### config.mk
export PLATFORM = sky130hd
export DESIGN_NAME = modem_line_ctrl
export DESIGN_NICKNAME = d
export VERILOG_FILES = /design/src/rtl/modem_line_pkg.sv /design/src/rtl/modem_line_sync.sv /design/src/rtl/modem_ctrl_reg.sv /design/src/rtl/modem_status_reg.sv /design/src/rtl/modem_line_ctrl.sv
export SDC_FILE = /design/constraint.sdc
export NUM_CORES = 1
export LEC_CHECK = 0
export ABC_AREA = 1
export BUFFER_PORTS_ARGS = -buffer_cell sky130_fd_sc_hd__buf_2
export CORE_ASPECT_RATIO = 0.75
export CORE_MARGIN = 2
export CORE_UTILIZATION = 51
export DETAILED_ROUTE_END_ITERATION = 8
export PLACE_DENSITY = 0.8
export SLEW_MARGIN = 10
export SYNTH_ARGS = -nofsm -noshare
export SYNTH_HDL_FRONTEND = slang
export SYNTH_SLANG_ARGS = --single-unit
### constraint.sdc
create_clock -name clk -period 1.1 [get_ports clk]
set_input_delay 0.11 -clock clk [delete_from_list [all_inputs] [get_ports clk]]
set_output_delay 0.11 -clock clk [all_outputs]
set_load 0.02 [all_outputs]
### src/rtl/modem_line_pkg.sv
package modem_line_pkg;
  // control register bit positions
  localparam int MC_DTR  = 0;
  localparam int MC_RTS  = 1;
  localparam int MC_OUT1 = 2;
  localparam int MC_OUT2 = 3;
  localparam int MC_LOOP = 4;
  localparam int MC_W    = 5;

  // line nibble positions (status bits 7:4 and 3:0 share this order)
  localparam int LN_CTS = 0;
  localparam int LN_DSR = 1;
  localparam int LN_RI  = 2;
  localparam int LN_DCD = 3;
  localparam int LN_W   = 4;

  localparam logic [MC_W-1:0] MC_RESET         = 5'b01000;
  localparam logic [LN_W-1:0] LN_RESET         = 4'b1011;
  localparam logic [LN_W-1:0] LEVEL_DELTA_MASK = 4'b1011;

  typedef enum logic {
    SEL_CTRL = 1'b0,
    SEL_STAT = 1'b1
  } reg_sel_e;
endpackage

### src/rtl/modem_line_sync.sv
module modem_line_sync #(
  parameter int W = 4,
  parameter int STAGES = 2,
  parameter logic [W-1:0] RST_VAL = '0
) (
  input  logic         clk,
  input  logic         rst,
  input  logic [W-1:0] d,
  output logic [W-1:0] q
);
  logic [W-1:0] stg [STAGES];

  generate
    for (genvar i = 0; i < STAGES; i++) begin : g_stage
      if (i == 0) begin : g_first
        always_ff @(posedge clk) begin
          if (rst) stg[0] <= RST_VAL;
          else     stg[0] <= d;
        end
      end else begin : g_next
        always_ff @(posedge clk) begin
          if (rst) stg[i] <= RST_VAL;
          else     stg[i] <= stg[i-1];
        end
      end
    end
  endgenerate

  assign q = stg[STAGES-1];
endmodule

### src/rtl/modem_ctrl_reg.sv
module modem_ctrl_reg
  import modem_line_pkg::*;
#(
  parameter int DATA_W = 8
) (
  input  logic              clk,
  input  logic              rst,
  input  logic              wr_en,
  input  logic [DATA_W-1:0] wdata,
  output logic [MC_W-1:0]   ctrl_q,
  output logic              rts_o,
  output logic              dtr_o,
  output logic              out1_o,
  output logic              out2_o
);
  logic unused_hi;
  assign unused_hi = ^wdata[DATA_W-1:MC_W];

  // pins are registered next to the control bits so they switch together
  always_ff @(posedge clk) begin
    if (rst) begin
      ctrl_q <= MC_RESET;
      rts_o  <= 1'b0;
      dtr_o  <= 1'b0;
      out1_o <= MC_RESET[MC_OUT1];
      out2_o <= MC_RESET[MC_OUT2];
    end else if (wr_en) begin
      ctrl_q <= wdata[MC_W-1:0];
      rts_o  <= wdata[MC_RTS] & ~wdata[MC_LOOP];
      dtr_o  <= wdata[MC_DTR] & ~wdata[MC_LOOP];
      out1_o <= wdata[MC_OUT1];
      out2_o <= wdata[MC_OUT2];
    end
  end
endmodule

### src/rtl/modem_status_reg.sv
module modem_status_reg
  import modem_line_pkg::*;
(
  input  logic            clk,
  input  logic            rst,
  input  logic [LN_W-1:0] ext_lines,
  input  logic [LN_W-1:0] loop_lines,
  input  logic            loop_en,
  input  logic            rd_clr,
  output logic [LN_W-1:0] line_q,
  output logic [LN_W-1:0] delta_q
);
  logic [LN_W-1:0] src, chg, fresh, delta_d;

  always_comb begin
    src   = loop_en ? loop_lines : ext_lines;
    chg   = src ^ line_q;
    fresh = chg & LEVEL_DELTA_MASK;
    fresh[LN_RI] = line_q[LN_RI] & ~src[LN_RI];
    // a read clears old flags, but a change on the same edge survives
    delta_d = (rd_clr ? '0 : delta_q) | fresh;
  end

  always_ff @(posedge clk) begin
    if (rst) begin
      line_q  <= LN_RESET;
      delta_q <= '0;
    end else begin
      line_q  <= src;
      delta_q <= delta_d;
    end
  end
endmodule

### src/rtl/modem_line_ctrl.sv
module modem_line_ctrl
  import modem_line_pkg::*;
#(
  parameter int DATA_W = 8,
  parameter int SYNC_STAGES = 2
) (
  input  logic              clk,
  input  logic              rst,
  input  logic              reg_wr,
  input  logic              reg_rd,
  input  logic              reg_sel,
  input  logic [DATA_W-1:0] reg_wdata,
  output logic [DATA_W-1:0] reg_rdata,
  input  logic              pin_cts_i,
  input  logic              pin_dsr_i,
  input  logic              pin_dcd_i,
  input  logic              pin_ri_i,
  output logic              pin_rts_o,
  output logic              pin_dtr_o,
  output logic              pin_out1_o,
  output logic              pin_out2_o,
  output logic              msi_req_o
);
  localparam int STAT_W = 2 * LN_W;

  logic [MC_W-1:0] ctrl_q;
  logic [LN_W-1:0] line_q, delta_q;
  logic [LN_W-1:0] ext_raw, ext_sync, loop_lines;
  logic            wr_ctrl, rd_stat;

  assign wr_ctrl = reg_wr && (reg_sel == SEL_CTRL);
  assign rd_stat = reg_rd && (reg_sel == SEL_STAT);

  always_comb begin
    ext_raw = '0;
    ext_raw[LN_DCD] = pin_dcd_i;
    ext_raw[LN_RI]  = pin_ri_i;
    ext_raw[LN_DSR] = pin_dsr_i;
    ext_raw[LN_CTS] = pin_cts_i;
    // crossed loopback routing
    loop_lines = '0;
    loop_lines[LN_DCD] = ctrl_q[MC_OUT2];
    loop_lines[LN_RI]  = ctrl_q[MC_OUT1];
    loop_lines[LN_DSR] = ctrl_q[MC_DTR];
    loop_lines[LN_CTS] = ctrl_q[MC_RTS];
  end

  modem_line_sync #(
    .W(LN_W), .STAGES(SYNC_STAGES), .RST_VAL(LN_RESET)
  ) sync_i (
    .clk(clk), .rst(rst), .d(ext_raw), .q(ext_sync)
  );

  modem_ctrl_reg #(.DATA_W(DATA_W)) ctrl_i (
    .clk(clk), .rst(rst), .wr_en(wr_ctrl), .wdata(reg_wdata),
    .ctrl_q(ctrl_q), .rts_o(pin_rts_o), .dtr_o(pin_dtr_o),
    .out1_o(pin_out1_o), .out2_o(pin_out2_o)
  );

  modem_status_reg stat_i (
    .clk(clk), .rst(rst), .ext_lines(ext_sync), .loop_lines(loop_lines),
    .loop_en(ctrl_q[MC_LOOP]), .rd_clr(rd_stat),
    .line_q(line_q), .delta_q(delta_q)
  );

  always_ff @(posedge clk) begin
    if (rst) begin
      reg_rdata <= '0;
    end else if (reg_rd) begin
      if (reg_sel == SEL_STAT) reg_rdata <= DATA_W'({line_q, delta_q});
      else                     reg_rdata <= DATA_W'(ctrl_q);
    end
  end

  assign msi_req_o = |delta_q;

  logic unused_stat_w;
  assign unused_stat_w = (STAT_W == 0);
endmodule

==> summary.md, run 1 <==
| Metric | Value |
|---|---|
| Leading cell types by total area after synthesis | dfxtp_1 50%, nand2_1 12%, nand3_1 8.4%, inv_1 7.2%, a21oi_1 3.6% |
| Clock latency on the worst-skew pair | roughly 0.32 ns |
| Layout cells sized above 1 | 25.3% |
| Crit. End Element | output pin |
| Clock transition at the registers of the reported paths | ~0.09 ns |
| Buffer and inverter count on the worst path | 1 |
| Worst hold path type | in -> reg |
| Diode insertion count for antenna repair | 0 |
| Count of cell types in the netlist | 20 |
| Share of the synthesized area in compound gates (AO/OA/AOI/OAI) | 8.94% |
| Top-Level Pins | 30 |
| Simple-gate portion of the synthesized area | approximately 28% |
| DRC violations left | 0 |
| GPL Wtd Cong | ~0.82 |
| Final setup slack of the worst path | ~0.046 ns |
| Die Wd | slightly above 60 um |
| Synth Area in Adders | 0% |
| Worst path required time | slightly below 1 ns |
| Most common cell after layout, fill and taps aside | nand2_1 |
| Largest family of logic cells by synthesized area | simple AND/OR/NAND/NOR gates |
| Total count of max-transition violations in the final report | 0 |
| Worst-margin pin slew | between 0.3 and 0.4 ns |
| Routed wire length per instance | 10.5 um |
| Max cap viols | 0 |
| Pre-CTS worst setup slack | about 0.15 ns |
| Net Count, Synth | between 150 and 200 |
| Number of sinks driven by the clock tree | 31 |
| Maximum fanout count along the critical path | 3 |
| Syn. warnings | 0 |
| Area taken by multi-input logic gates | 459 um2 |
| Highest-count cells in the layout ignoring fill and taps | 41 x nand2_1, 28 x dfxtp_1, 25 x buf_2 |
| Final net count | 210 |
| Clock root buffer master | clkbuf_4 |
| Number of inserted filler cells in the final layout | 205 |
| Parity-gate share of the synthesized area counting xor and xnor cells | 0% |
| First-pass GRT wire length | a little over 4000 um |
| Maximum clock frequency | between 900 and 1000 MHz |
| Die Outline Area | 2860 um2 |
| Number of clock buffers inserted by TritonCTS | 5 |
| Kind of start point of the critical path | flip-flop |
| CTS tree | built |
| CTS H-tree lvls | 2 |
| Finished Core Util | approximately 65% |
| Std-Cell Rows | 15 |
| Slowest stage cell, crit path | dfxtp_2 |
| Signed area change from the synthesized netlist to the final layout | 20.7% |
| Longest Clk Path Bufs | 2 |
| Port-buffer cells | 26 |
| Number of instances in the synthesized netlist | 160 |
| Worst path cell trace | nor2_2 > nand2_1 > buf_6 |
| Floorplan Core Area | between 2000 and 2500 um2 |
| Post-synth top area cell | dfxtp_1 |
| Combined flip-flop and latch cell area | around 620 um2 |
| Power density cells | approximately 1400 nW/um2 |
| Stage delay of the slowest cell on the critical path | 0.34 ns |
| Final Critical Period | between 1 and 1.5 ns |
| Setup violators final | 0 |
| Largest net degree at the start of global routing | 19 |
| Worst slew margin | between 70% and 80% |
| DP HPWL | about 1700 um |
| Final hold violations | 0 |
| Seq/Total Area, Yosys | between 40% and 50% |
| Post-detailed-route via-to-cell ratio | between 4 and 5 |
| First DRT Iteration DRCs | 47 |
| Kind of cell adding the most delay to the critical path | flip-flops |
| Critical path class | reg -> out |
| Initial antenna violation count | 0 |
| Arrival @ worst endpoint | 0.94 ns |
| Gr ovfl total | 0 |
| Avg Synthesized Cell Area | between 7 and 8 um2 |
| Final period utilization | roughly 96% |
| VDD IR-drop max | approximately 0.86 mV |
| Initial Utilization | a little over half |
| Unrepaired setup endpoints after global routing | true |
| Via count of the first global-routing pass | 976 |
| Total routing resource utilization after global routing | around a fifth |
| Antenna viol nets, final | 0 |
| Outcome | finished, final reports clean |
| Final clock skew | 0.00156 ns |
| Fraction of post-synthesis cell area in the top cell type by area | roughly 50% |
| Flip-flop and latch count after synthesis | 31 |
| Netlist Area Pre-Place | 1240 um2 |
| Post-CTS setup buffer count | 0 |
| Share of cell area taken by muxes after synthesis | 0% |
| Setup TNS after final layout | 0 ns |
| Number of iterations in the first detailed-routing pass | 4 |
| Total length of routed wires | 2380 um |
| Total via count in the routed design | 1069 |
| Post-layout power | about 2.2 mW |
| Y dimension of the die | between 40 and 50 um |
| Static leakage | about 0.76 nW |
-- stage by stage --
step / area [um2] / std cells / hold slack [ns]
after CTS: 1490 / 228 / 0.0340
after floorplan: 1240 / 160 / 0.214
after global placement: 1390 / 215 / 0.293
after global routing: 1500 / 228 / 0.0301
final: 1500 / 228 / 0.0492
after detailed placement: 1390 / 215 / 0.294
-- sequential cells by signal, indices dropped and copies added (netlist names) --
signal and cells:
reg_rdata 8, sync_i.stg 8, stat_i.line_q 4, ctrl_i.ctrl_q 5, stat_i.delta_q 4, ctrl_i.dtr_o 1, ctrl_i.rts_o 1
-- cells in the mapped netlist, drive strengths merged --
master	instances
a21oi	9
buf	6
dfxtp	31
inv	28
nand2	43
nand3	21
nor2	6
o211ai	6
o21ai	3
o22ai	1
or2	6
-- per-layer routing --
layer / share of wire (%) / global-route usage [%]
met4: 0.84 / 10.4
met1: 47 / 25.3
met3: 6.1 / 6.89
met5: 0 / 0
met2: 46 / 31.3
-- layout make-up --
cell class                 count  area share, %
clock inverter                 1          0.333
tap                           34           2.83
multi-input combinational     95           30.6
clock buffer                   7           3.00
inverter                      28           7.99
timing repair buffer          32           13.7
sequential                    31           41.5
-- worst paths after layout --
path	from	end	slack [ns]	cells after the start
setup reg to reg	ctrl_i.ctrl_q[4]	stat_i.delta_q[1]	0.14	7
hold / removal	reg_wdata[0]	ctrl_i.ctrl_q[0]	0.05	3
setup / recovery	stat_i.delta_q[0]	msi_req_o	0.05	3
hold reg to reg	sync_i.stg[0][2]	sync_i.stg[1][2]	0.40	2
-- where the power goes --
part / switching, mW / total [mW] / internal [mW]
Clock: 0.351 / 0.600 / 0.249
Combinational: 0.198 / 0.342 / 0.145
Sequential: 0.0409 / 1.23 / 1.19
-- worst reg2reg max path, delay by kind of cell (launching register included) --
family	cells	cell delay, ns
flip-flops	1	0.33
AND/OR/NAND/NOR	4	0.28
buffers and inverters	3	0.26
-- timing repair --
action | in CTS | in global routing
endpoints found under the hold margin | 5 | 0
setup endpoints to repair | 0 | 1
hold buffers | 5 | 0
gates resized for setup | 0 | 6
-- cells by family after synthesis --
| group | Yosys count |
|---|---|
| simple gates | 76 |
| buf+inv | 34 |
| flops | 31 |
| compound gates | 19 |
(Power assumes the default switching activity.)
==> run 2, diff against run 1 <==
- CELL_PAD_IN_SITES_DETAIL_PLACEMENT: not set -> 2
- CELL_PAD_IN_SITES_GLOBAL_PLACEMENT: not set -> 2
- CORE_UTILIZATION: 51 -> 29
==> run 2 against run 1 <==
Against the previous run:
- routed wire length increased by 46%
- register-to-register slack worse by 0.04 ns
- critical path depth is the same
- die area grew 69%
- cell count is 8.3% higher
- design area increased by 4.2%
- via count up 6.5%
- sequential cell count did not move
- non-clock buffer count decreased by 2
- first-iteration DRC count shrank 49%
- count of clock-buffer cells in the layout fell by 1
- clock power up 95%
- critical endpoint unchanged
==> summary.md, run 2 (same netlist as run 1, synthesis figures left out) <==
| Metric | Value |
|---|---|
| Longest Clk Path Bufs | 2 (unchanged) |
| Routed wire length per instance | 14.1 um (was 10.5 um) |
| Number of sinks driven by the clock tree | 31 (unchanged) |
| Final Critical Period | 1.03 ns (was 1.05 ns) |
| Clock transition at the registers of the reported paths | 0.06 ns (was 0.09 ns) |
| CTS H-tree lvls | 2 (unchanged) |
| Static leakage | 0.787 nW (was 0.765 nW) |
| Clock root buffer master | clkbuf_8 (was clkbuf_4) |
| Number of inserted filler cells in the final layout | 489 (was 205) |
| Total routing resource utilization after global routing | 17.2% (was 20.2%) |
| Post-detailed-route via-to-cell ratio | 4.61 (was 4.69) |
| Pre-CTS worst setup slack | 0.0813 ns (was 0.151 ns) |
| Initial antenna violation count | 0 (unchanged) |
| Most common cell after layout, fill and taps aside | nand2_1 (unchanged) |
| Finished Core Util | 38.4% (was 65.1%) |
| Y dimension of the die | 60.7 um (was 46.8 um) |
| CTS tree | built (unchanged) |
| Buffer and inverter count on the worst path | 1 (unchanged) |
| Worst-margin pin slew | 0.276 ns (was 0.314 ns) |
| Gr ovfl total | 0 (unchanged) |
| Arrival @ worst endpoint | 0.92 ns (was 0.94 ns) |
| Worst hold path type | in -> reg (unchanged) |
| Number of iterations in the first detailed-routing pass | 4 (unchanged) |
| Kind of cell adding the most delay to the critical path | flip-flops (unchanged) |
| Tightest hold margin | 0.0205 ns (was 0.0492 ns) |
| Final hold violations | 0 (unchanged) |
| Maximum fanout count along the critical path | 3 (unchanged) |
| Maximum clock frequency | 972 MHz (was 948 MHz) |
| Worst path cell trace | nor2_1 > nand2_1 > buf_2 (was nor2_2 > nand2_1 > buf_6) |
| Kind of start point of the critical path | flip-flop (unchanged) |
| Post-layout instance count excluding filler cells | 247 (was 228) |
| Total via count in the routed design | 1138 (was 1069) |
| Final setup slack of the worst path | 0.0709 ns (was 0.0456 ns) |
| GPL Wtd Cong | 0.729 (was 0.822) |
| Power density cells | 1750 nW/um2 (was 1450 nW/um2) |
| Top flop regs | reg_rdata x8, sync_i.stg x8, ctrl_i.ctrl_q x5 (unchanged) |
| Slowest stage cell, crit path | dfxtp_1 (was dfxtp_2) |
| Final clock skew | 0.0101 ns (was 0.00156 ns) |
| Top-Level Pins | 30 (unchanged) |
| Total count of max-transition violations in the final report | 0 (unchanged) |
| Clock latency on the worst-skew pair | 0.28 ns (was 0.32 ns) |
| Crit. End Element | output pin (unchanged) |
| DRC violations left | 0 (unchanged) |
| First-pass GRT wire length | 5970 um (was 4060 um) |
| Largest net degree at the start of global routing | 16 (was 19) |
| Worst path required time | 0.99 ns (about the same) |
| Die Outline Area | 4840 um2 (was 2860 um2) |
| Outcome | finished, final reports clean (unchanged) |
| Final net count | 208 (was 210) |
| Number of clock buffers inserted by TritonCTS | 5 (unchanged) |
| First DRT Iteration DRCs | 24 (was 47) |
| Final period utilization | 93.6% (was 95.9%) |
| Via count of the first global-routing pass | 1272 (was 976) |
| Antenna viol nets, final | 0 (unchanged) |
| Setup violators final | 0 (unchanged) |
| Total length of routed wires | 3490 um (was 2380 um) |
| Std-Cell Rows | 20 (was 15) |
| Layout cells sized above 1 | 26.0% (was 25.3%) |
| DP HPWL | 2620 um (was 1740 um) |
| Die Wd | 79.7 um (was 61.1 um) |
| Post-CTS setup buffer count | 0 (unchanged) |
| Diode insertion count for antenna repair | 0 (unchanged) |
| Max cap viols | 0 (unchanged) |
| Port-buffer cells | 26 (unchanged) |
| Highest-count cells in the layout ignoring fill and taps | 41 x nand2_1, 29 x dfxtp_1, 26 x buf_2 (was 41 x nand2_1, 28 x dfxtp_1, 25 x buf_2) |
| Unrepaired setup endpoints after global routing | true (unchanged) |
| Floorplan Core Area | 4080 um2 (was 2310 um2) |
| Post-layout power | 2.75 mW (was 2.18 mW) |
| Placed instance count | 237 (was 215) |
| VDD IR-drop max | 0.608 mV (was 0.859 mV) |
| Initial Utilization | 30.5% (was 53.9%) |
| Stage delay of the slowest cell on the critical path | 0.33 ns (was 0.34 ns) |
| Critical path class | reg -> out (unchanged) |
| Signed area change from the synthesized netlist to the final layout | 25.8% (was 20.7%) |
| Worst slew margin | 81.6% (was 79.1%) |
## run 2: changes by cell type in the layout (fill, tap and decap cells not counted), sizes merged
cell	change
buf	+1
bufinv	+1
clkbuf	-1
dlygate4sd3	-3
## run 2: repair_timing
action | in CTS | in global routing
hold buffers | 1 | 1
resized for setup | 0 | 3
hold endpoints to repair | 1 | 1
setup endpoints to repair | 0 | 2
## run 2: area by class of cell
cell class	instances	area [um2]	area share, %
Clock buffer	6	82.6	5.27
Clock inverter	2	35.0	2.24
Inverter	28	123	7.83
Multi-Input combinational cell	95	457	29.2
Sequential cell	31	623	39.8
Tap cell	55	68.8	4.39
Timing Repair Buffer	30	178	11.3
## run 2: path summary, 6_finish.rpt
kind | startpoint | to | slack [ns] | cells after the start
setup / recovery | stat_i.delta_q[1] | msi_req_o | 0.07 | 3
setup reg to reg | ctrl_i.ctrl_q[4] | stat_i.delta_q[1] | 0.10 | 7
hold / removal | pin_dcd_i | sync_i.stg[0][3] | 0.02 | 2
hold reg to reg | sync_i.stg[0][3] | sync_i.stg[1][3] | 0.42 | 1
## run 2: worst register-to-register path: stages (launching register included)
cell and delay (ns):
dfxtp_2 0.33, buf_12 0.14, inv_6 0.07, nand2_1 0.08, nand3_1 0.09, nand3_1 0.08, nand2_1 0.06, inv_1 0.04
## run 2: where the power goes
| group | switching (mW) | internal (mW) | leakage, nW |
|---|---|---|---|
| clock | 0.434 | 0.733 | 0.0612 |
| sequential | 0.0431 | 1.19 | 0.256 |
| combinational | 0.214 | 0.130 | 0.469 |
## run 2: per-stage QoR
| stage | instance area (um2) | TNS, ns |
|---|---|---|
| 2_1_floorplan | 1240 | 0 |
| 3_3_place_gp | 1420 | 0 |
| 3_5_place_dp | 1420 | 0 |
| 4_1_cts | 1550 | 0 |
| 5_1_grt | 1570 | -0.00817 |
| 6_report | 1570 | 0 |
## run 2: routing by layer
metal  global-route usage [%]  vias up  routed length [um]
met4                     8.13        0                  72
met3                     6.85        6                 215
met2                     30.5       36                1670
met1                     18.3      533                1530
met5                        0        -                   0
li1                         -      563                   -
